==> src/rtl/xlat_pkg.sv <==
package xlat_pkg;
  typedef enum logic [1:0] {
    FLT_NONE = 2'd0,
    FLT_ACV  = 2'd1,
    FLT_XLAT = 2'd2,
    FLT_MCHK = 2'd3
  } flt_e;

  typedef struct packed {
    logic wr;
    logic bad_va;
    logic acv;
  } stat_t;
endpackage

==> src/rtl/xlat_va_check.sv <==
module xlat_va_check #(
  parameter int VA_W      = 64,
  parameter int VA_IMPL   = 43,
  parameter int PAGE_BITS = 13
) (
  input  logic [VA_W-1:0]              va,
  output logic                         well_formed,
  output logic                         super_rgn,
  output logic [VA_IMPL-1:PAGE_BITS]   vpn
);
  // upper bits must all copy the top implemented bit
  logic [VA_W-VA_IMPL:0] ext;
  assign ext         = va[VA_W-1:VA_IMPL-1];
  assign well_formed = (&ext) | ~(|ext);
  assign super_rgn   = (va[VA_IMPL-1:VA_IMPL-2] == 2'b10);
  assign vpn         = va[VA_IMPL-1:PAGE_BITS];
endmodule

==> src/rtl/xlat_table.sv <==
module xlat_table #(
  parameter int ENTRIES = 8,
  parameter int VPN_W   = 30,
  parameter int ASN_W   = 8,
  parameter int PFN_W   = 32,
  parameter int IDX_W   = $clog2(ENTRIES)
) (
  input  logic             clk,
  input  logic             rst_n,
  input  logic             wr_en,
  input  logic [IDX_W-1:0] wr_idx,
  input  logic [VPN_W-1:0] wr_vpn,
  input  logic [ASN_W-1:0] wr_asn,
  input  logic [PFN_W-1:0] wr_pfn,
  input  logic [VPN_W-1:0] lk_vpn,
  input  logic [ASN_W-1:0] lk_asn,
  output logic             lk_hit,
  output logic [PFN_W-1:0] lk_pfn
);
  logic [ENTRIES-1:0] vld;
  logic [VPN_W-1:0]   tag_vpn [ENTRIES];
  logic [ASN_W-1:0]   tag_asn [ENTRIES];
  logic [PFN_W-1:0]   frame   [ENTRIES];
  logic [ENTRIES-1:0] match;

  for (genvar e = 0; e < ENTRIES; e++) begin : g_ent
    always_ff @(posedge clk) begin
      if (!rst_n) begin
        vld[e]     <= 1'b0;
        tag_vpn[e] <= '0;
        tag_asn[e] <= '0;
        frame[e]   <= '0;
      end else if (wr_en && wr_idx == IDX_W'(e)) begin
        vld[e]     <= 1'b1;
        tag_vpn[e] <= wr_vpn;
        tag_asn[e] <= wr_asn;
        frame[e]   <= wr_pfn;
      end
    end
    assign match[e] = vld[e] && tag_vpn[e] == lk_vpn && tag_asn[e] == lk_asn;
  end

  // lowest matching index wins
  always_comb begin
    lk_pfn = '0;
    for (int e = ENTRIES - 1; e >= 0; e--)
      if (match[e]) lk_pfn = frame[e];
  end
  assign lk_hit = |match;

  p_write_lands_r10: assert property (@(posedge clk) disable iff (!rst_n)
    wr_en |=> vld[$past(wr_idx)]);
endmodule

==> src/rtl/xlat_stats.sv <==
module xlat_stats #(
  parameter int CNT_W = 16
) (
  input  logic             clk,
  input  logic             rst_n,
  input  logic             acc_tick,
  input  logic             hit_tick,
  input  logic             is_wr,
  output logic [CNT_W-1:0] rd_acc,
  output logic [CNT_W-1:0] wr_acc,
  output logic [CNT_W-1:0] rd_hit,
  output logic [CNT_W-1:0] wr_hit
);
  always_ff @(posedge clk) begin
    if (!rst_n) begin
      rd_acc <= '0;
      wr_acc <= '0;
      rd_hit <= '0;
      wr_hit <= '0;
    end else begin
      if (acc_tick &&  is_wr) wr_acc <= wr_acc + 1'b1;
      if (acc_tick && !is_wr) rd_acc <= rd_acc + 1'b1;
      if (hit_tick &&  is_wr) wr_hit <= wr_hit + 1'b1;
      if (hit_tick && !is_wr) rd_hit <= rd_hit + 1'b1;
    end
  end

  p_rd_hit_needs_acc_r8: assert property (@(posedge clk) disable iff (!rst_n)
    !$stable(rd_hit) |-> !$stable(rd_acc));
  p_wr_hit_needs_acc_r8: assert property (@(posedge clk) disable iff (!rst_n)
    !$stable(wr_hit) |-> !$stable(wr_acc));
endmodule

==> src/rtl/xlat_dispatch.sv <==
module xlat_dispatch #(
  parameter int VA_W      = 64,
  parameter int VA_IMPL   = 43,
  parameter int PA_W      = 40,
  parameter int PAGE_BITS = 13,
  parameter int PFN_W     = 32,
  parameter int ASN_W     = 8,
  parameter int ENTRIES   = 8,
  parameter int CNT_W     = 16,
  localparam int VPN_W    = VA_IMPL - PAGE_BITS,
  localparam int IDX_W    = $clog2(ENTRIES)
) (
  input  logic             clk,
  input  logic             rst_n,
  input  logic             req_valid,
  output logic             req_ready,
  input  logic [VA_W-1:0]  req_va,
  input  logic             req_phys,
  input  logic             req_write,
  input  logic             req_user,
  input  logic [1:0]       req_spctl,
  input  logic [ASN_W-1:0] req_asn,
  input  logic             tw_en,
  input  logic [IDX_W-1:0] tw_idx,
  input  logic [VPN_W-1:0] tw_vpn,
  input  logic [ASN_W-1:0] tw_asn,
  input  logic [PFN_W-1:0] tw_pfn,
  output logic             rsp_valid,
  input  logic             rsp_ready,
  output logic [PA_W-1:0]  rsp_pa,
  output logic [1:0]       rsp_fault,
  output logic [2:0]       rsp_stat,
  output logic [CNT_W-1:0] cnt_rd_acc,
  output logic [CNT_W-1:0] cnt_wr_acc,
  output logic [CNT_W-1:0] cnt_rd_hit,
  output logic [CNT_W-1:0] cnt_wr_hit
);
  import xlat_pkg::*;

  localparam int RAW_W = PFN_W + PAGE_BITS;

  logic              va_ok, va_super;
  logic [VPN_W-1:0]  va_vpn;
  logic              tbl_hit;
  logic [PFN_W-1:0]  tbl_pfn;
  logic [RAW_W-1:0]  tbl_raw;
  logic              accept;

  xlat_va_check #(.VA_W(VA_W), .VA_IMPL(VA_IMPL), .PAGE_BITS(PAGE_BITS)) u_chk (
    .va(req_va), .well_formed(va_ok), .super_rgn(va_super), .vpn(va_vpn));

  xlat_table #(.ENTRIES(ENTRIES), .VPN_W(VPN_W), .ASN_W(ASN_W), .PFN_W(PFN_W),
               .IDX_W(IDX_W)) u_tbl (
    .clk(clk), .rst_n(rst_n),
    .wr_en(tw_en), .wr_idx(tw_idx), .wr_vpn(tw_vpn), .wr_asn(tw_asn), .wr_pfn(tw_pfn),
    .lk_vpn(va_vpn), .lk_asn(req_asn), .lk_hit(tbl_hit), .lk_pfn(tbl_pfn));

  assign tbl_raw   = {tbl_pfn, req_va[PAGE_BITS-1:0]};
  assign req_ready = !rsp_valid || rsp_ready;
  assign accept    = req_valid && req_ready;

  flt_e            nx_fault;
  stat_t           nx_stat;
  logic [PA_W-1:0] nx_pa;
  logic            on_tbl;

  // priority: physical flag, superpage, table
  always_comb begin
    nx_fault = FLT_NONE;
    nx_stat  = '0;
    nx_pa    = '0;
    on_tbl   = 1'b0;
    if (req_phys) begin
      if ((req_va >> PA_W) != '0) nx_fault = FLT_MCHK;
      else                        nx_pa    = req_va[PA_W-1:0];
    end else if (req_spctl[1] && va_super) begin
      if (req_user) begin
        nx_fault = FLT_ACV;
        nx_stat  = '{wr: req_write, bad_va: 1'b0, acv: 1'b1};
      end else begin
        nx_pa = req_va[PA_W-1:0];
      end
    end else begin
      on_tbl = 1'b1;
      if (!va_ok) begin
        nx_fault = FLT_XLAT;
        nx_stat  = '{wr: req_write, bad_va: 1'b1, acv: 1'b1};
      end else if (!tbl_hit) begin
        nx_fault = FLT_XLAT;
        nx_stat  = '{wr: req_write, bad_va: 1'b0, acv: 1'b0};
      end else if ((tbl_raw >> PA_W) != '0) begin
        nx_fault = FLT_MCHK;
      end else begin
        nx_pa = tbl_raw[PA_W-1:0];
      end
    end
  end

  always_ff @(posedge clk) begin
    if (!rst_n) begin
      rsp_valid <= 1'b0;
      rsp_pa    <= '0;
      rsp_fault <= '0;
      rsp_stat  <= '0;
    end else if (accept) begin
      rsp_valid <= 1'b1;
      rsp_pa    <= nx_pa;
      rsp_fault <= nx_fault;
      rsp_stat  <= nx_stat;
    end else if (rsp_ready) begin
      rsp_valid <= 1'b0;
    end
  end

  xlat_stats #(.CNT_W(CNT_W)) u_stats (
    .clk(clk), .rst_n(rst_n),
    .acc_tick(accept && on_tbl),
    .hit_tick(accept && on_tbl && va_ok && tbl_hit),
    .is_wr(req_write),
    .rd_acc(cnt_rd_acc), .wr_acc(cnt_wr_acc),
    .rd_hit(cnt_rd_hit), .wr_hit(cnt_wr_hit));

  p_hold_r9: assert property (@(posedge clk) disable iff (!rst_n)
    rsp_valid && !rsp_ready |=> rsp_valid && $stable(rsp_pa) && $stable(rsp_fault)
                                && $stable(rsp_stat));

  p_phys_pass_r2: assert property (@(posedge clk) disable iff (!rst_n)
    accept && req_phys && ((req_va >> PA_W) == '0)
    |=> rsp_valid && rsp_fault == 2'd0 && rsp_pa == $past(req_va[PA_W-1:0]));

  p_user_super_r4: assert property (@(posedge clk) disable iff (!rst_n)
    accept && !req_phys && req_spctl[1] && req_va[VA_IMPL-1:VA_IMPL-2] == 2'b10 && req_user
    |=> rsp_fault == 2'd1 && rsp_stat[0] && rsp_pa == '0);

  p_fault_zero_pa_r7: assert property (@(posedge clk) disable iff (!rst_n)
    rsp_valid && rsp_fault != 2'd0 |-> rsp_pa == '0);
endmodule

==> config.mk <==
export PLATFORM = sky130hd
export DESIGN_NAME = xlat_dispatch
export DESIGN_NICKNAME = d
export VERILOG_FILES = /design/src/rtl/xlat_pkg.sv /design/src/rtl/xlat_va_check.sv /design/src/rtl/xlat_table.sv /design/src/rtl/xlat_stats.sv /design/src/rtl/xlat_dispatch.sv
export SDC_FILE = /design/constraint.sdc
export NUM_CORES = 2
export LEC_CHECK = 0
export ABC_CLOCK_PERIOD_IN_PS = 8800
export BUFFER_PORTS_ARGS = -buffer_cell sky130_fd_sc_hd__buf_4
export CORE_MARGIN = 3
export CORE_UTILIZATION = 35
export CTS_BUF_LIST = sky130_fd_sc_hd__clkbuf_4
export DETAILED_ROUTE_END_ITERATION = 10
export PLACE_DENSITY_LB_ADDON = 0.3
export SLEW_MARGIN = 15
export SYNTH_ARGS = -nofsm -noshare
export SYNTH_HDL_FRONTEND = slang
export SYNTH_HIERARCHICAL = 1
export SYNTH_SLANG_ARGS = --single-unit
==> constraint.sdc <==
create_clock -name clk -period 8.8 [get_ports clk]
set_input_delay 1.76 -clock clk [delete_from_list [all_inputs] [get_ports clk]]
set_output_delay 1.76 -clock clk [all_outputs]
set_load 0.05 [all_outputs]
==> results.tsv <==
metric	value	unit
die_h	309	um
pwr-share-comb	7.5	%
ys_warn_count	6	
die_area	95200	um2
internal-power	0.00530	W
required	9.74	ns
ys_ff_latch	678	
power	0.00707	W
final_nets	3061	
syn2layout_area_growth	16.1	%
grt_pass1_wl	150000	um
synth_flop_cell	edfxtp_1	
switching_share	25.1	%
setup_viol	0	
clk_pin_slew_worst_paths	0.07	ns
first_iter_violations	2501	
post_cts_buffers	0	
antenna_found_initial	8	
slew_violations	0	
vdd_ir_drop_max	112	uV
routed.top_layer	met5	
regArea	19200	um2
cts_tree	built	
cts_root_buffer	clkbuf_4	
wl_per_cell	24.8	um
firstDrtPassIters	5	
netlist_area	32000	um2
cts-buffers-inserted	179	
synth_nets	2785	
postSynth.asyncResetShare	0	%
clock_power_share	39.9	%
maxSlewHeadroom	19.3	%
grtUsageTotal	21.6	%
synth-edff-count	560	
grt_start_max_net_pins	72	
startpoint_type	input port	
yosysMostFrequentCell	and2_1	
rows	110	
m1WireLength	43800	um
via_count	22600	
drive_gt1_share	21.1	%
wirelength	105000	um
postRouteAntennaNets	0	
setup.worst_path.end_class	register	
synth-seq-area-share	59.9	%
fin_skew	0.0866	ns
hold_class	reg -> reg	
seq_power_share	52.6	%
multi_input_area	11800	um2
worst_slew_pin_slew	1.21	ns
cp.arrival	7.21	ns
rsz0062_at_grt	false	
synth.largest_area_cell	edfxtp_1	
cap_violations	0	
syn_avg_cell_area	12.2	um2
crit_fanout	38	
fin_crit	6.27	ns
vias_per_cell	5.34	
synth_cell_types	68	
tns	0	ns
synthTopCellsByCount	565 x and2_1, 560 x edfxtp_1, 242 x xor2_1	
outcome	completed	
min_from	u_tbl/vld[7]	
synth_top_area_share	52.5	%
cp-startpoint	req_va[31]	
criticalPathCategory	in -> reg	
drc	0	
fin_crit_sh	71.3	%
ioPinCount	266	
port_buffers	264	
preCtsSetupSlack	1.68	ns
setup_ws	2.53	ns
power.leakage	13.7	nW
cts_hold_buf	0	
initial_core_util	35.4	%
cts.sinks	678	
route.met3.wl	8800	um
insertion_delay	1.08	ns
cts.repair.resized	0	
coreArea	90400	um2
r2r-start	u_tbl/tag_asn[0][20]	
p_switching	0.00177	W
synthTopCellsByArea	edfxtp_1 52%, and2_1 11%, dfxtp_1 7.4%	
hold_violations	0	
grt_pass1_vias	22500	
power_density	190	nW/um2
syn_inst	2626	
cts_buffer_depth	3	
max_freq	0.159	GHz
post-dp-hpwl	64400	um
grt_overflow	0	
fp.dieW	309	um
met2_wirelength	49700	um
fillers	8466	
gp_congestion	0.826	
cts_max_level	4	
[sequential cells by signal, summed over array words and instances (netlist names)]
register	flops
u_tbl/frame	256
u_tbl/tag_vpn	240
u_tbl/tag_asn	64
rsp_pa	40
u_stats/rd_acc	16
u_stats/rd_hit	16
u_stats/wr_acc	16
u_stats/wr_hit	16
u_tbl/vld	8
rsp_stat	3
rsp_fault	2
rsp_valid	1
[cell families (layout without fill, tap and decap cells)]
group | after synthesis | in the layout | share of synthesized area (%)
AO/OA/AOI/OAI | 338 | 338 | 7.52
multiplexers | 8 | 8 | 0.254
flip-flops | 678 | 678 | 59.9
other | 0 | 9 | 0
adder cells (fa/ha/maj) | 4 | 4 | 0.156
buffers and inverters | 223 | 640 | 3.83
XOR/XNOR | 345 | 345 | 9.43
AND/OR/NAND/NOR | 1030 | 1030 | 18.9
[final timing paths]
kind | endpoint | slack (ns) | cells past startpoint
min | u_tbl/vld[7] | 0.45 | 1
max | rsp_pa[26] | 2.53 | 16
max reg2reg | rsp_pa[26] | 3.17 | 15
min reg2reg | u_tbl/vld[7] | 0.45 | 1
[metal layers]
| metal | GRT usage [%] | vias up |
|---|---|---|
| met3 | 4.95 | 172 |
| met5 | 0 | - |
| li1 | - | 10100 |
| met4 | 6.96 | 6 |
| met2 | 35.7 | 1037 |
| met1 | 28.2 | 11300 |
[power by group through the flow]
stage	Sequential [W]	Clock [W]	Combinational (W)
after global routing	0.00373	0.00306	0.000560
after global placement	0.00378	0	0.000514
after floorplan	0.00381	0	0.000268
after CTS	0.00372	0.00290	0.000525
after detailed placement	0.00379	0	0.000523
final	0.00372	0.00282	0.000528
[through the flow]
stage          area [um2]  util, %  hold WS [ns]  cells
2_1_floorplan       32000        -         0.420   2626
3_3_place_gp        34800     38.5         0.433   3895
3_5_place_dp        34800     38.5         0.437   3895
4_1_cts             37100     41.1         0.458   4217
5_1_grt             37200     41.1         0.469   4225
6_report            37200     41.2         0.454   4228
[critical path, cell delays in order]
cell and delay [ns]:
buf_4 0.21, xor2_1 0.20, nor4_1 0.79, nand4_1 0.28
nor4_2 0.33, buf_4 0.58, and2b_1 0.36, buf_4 0.31
a221oi_1 0.33, o211a_1 0.21, o21ai_1 0.11, or4_1 0.50
nor2_1 0.33, and3_1 0.21, buf_4 0.34, a22o_1 0.22
[cells in the final DEF, fill, tap and decap left out, types with 4 or more instances in the layout]
master	n
dfxtp_1	118
nand2_1	123
and2_1	565
clkinv_1	28
xor2_1	242
a22o_1	27
o211a_1	30
nand2b_1	11
nand4_1	60
nor4_2	6
o21ai_1	49
a221oi_1	60
xnor2_1	103
o21ai_4	6
nor2b_1	7
and4_1	5
clkinv_4	4
nand3_1	53
a22oi_1	27
a21oi_1	18
edfxtp_1	560
and3_1	4
or3_1	7
nor2_1	59
buf_4	301
ha_1	4
o211ai_1	33
nor2_4	6
mux2i_1	7
clkinv_2	8
diode_2	9
or4_1	7
nor3_1	17
inv_1	15
nor4_1	73
o21ai_0	61
clkbuf_4	273
a21o_1	9
[final cells by class]
type                    instances  area share, %
inverters                      15          0.151
flip-flops and latches        678           51.5
well taps                    1176           3.95
clock buffers                 273           5.51
multi-input cells            1725           31.8
diodes                          9         0.0605
clock inverters                49          0.787
repair buffers                303           6.19
(Power assumes the default switching activity.)
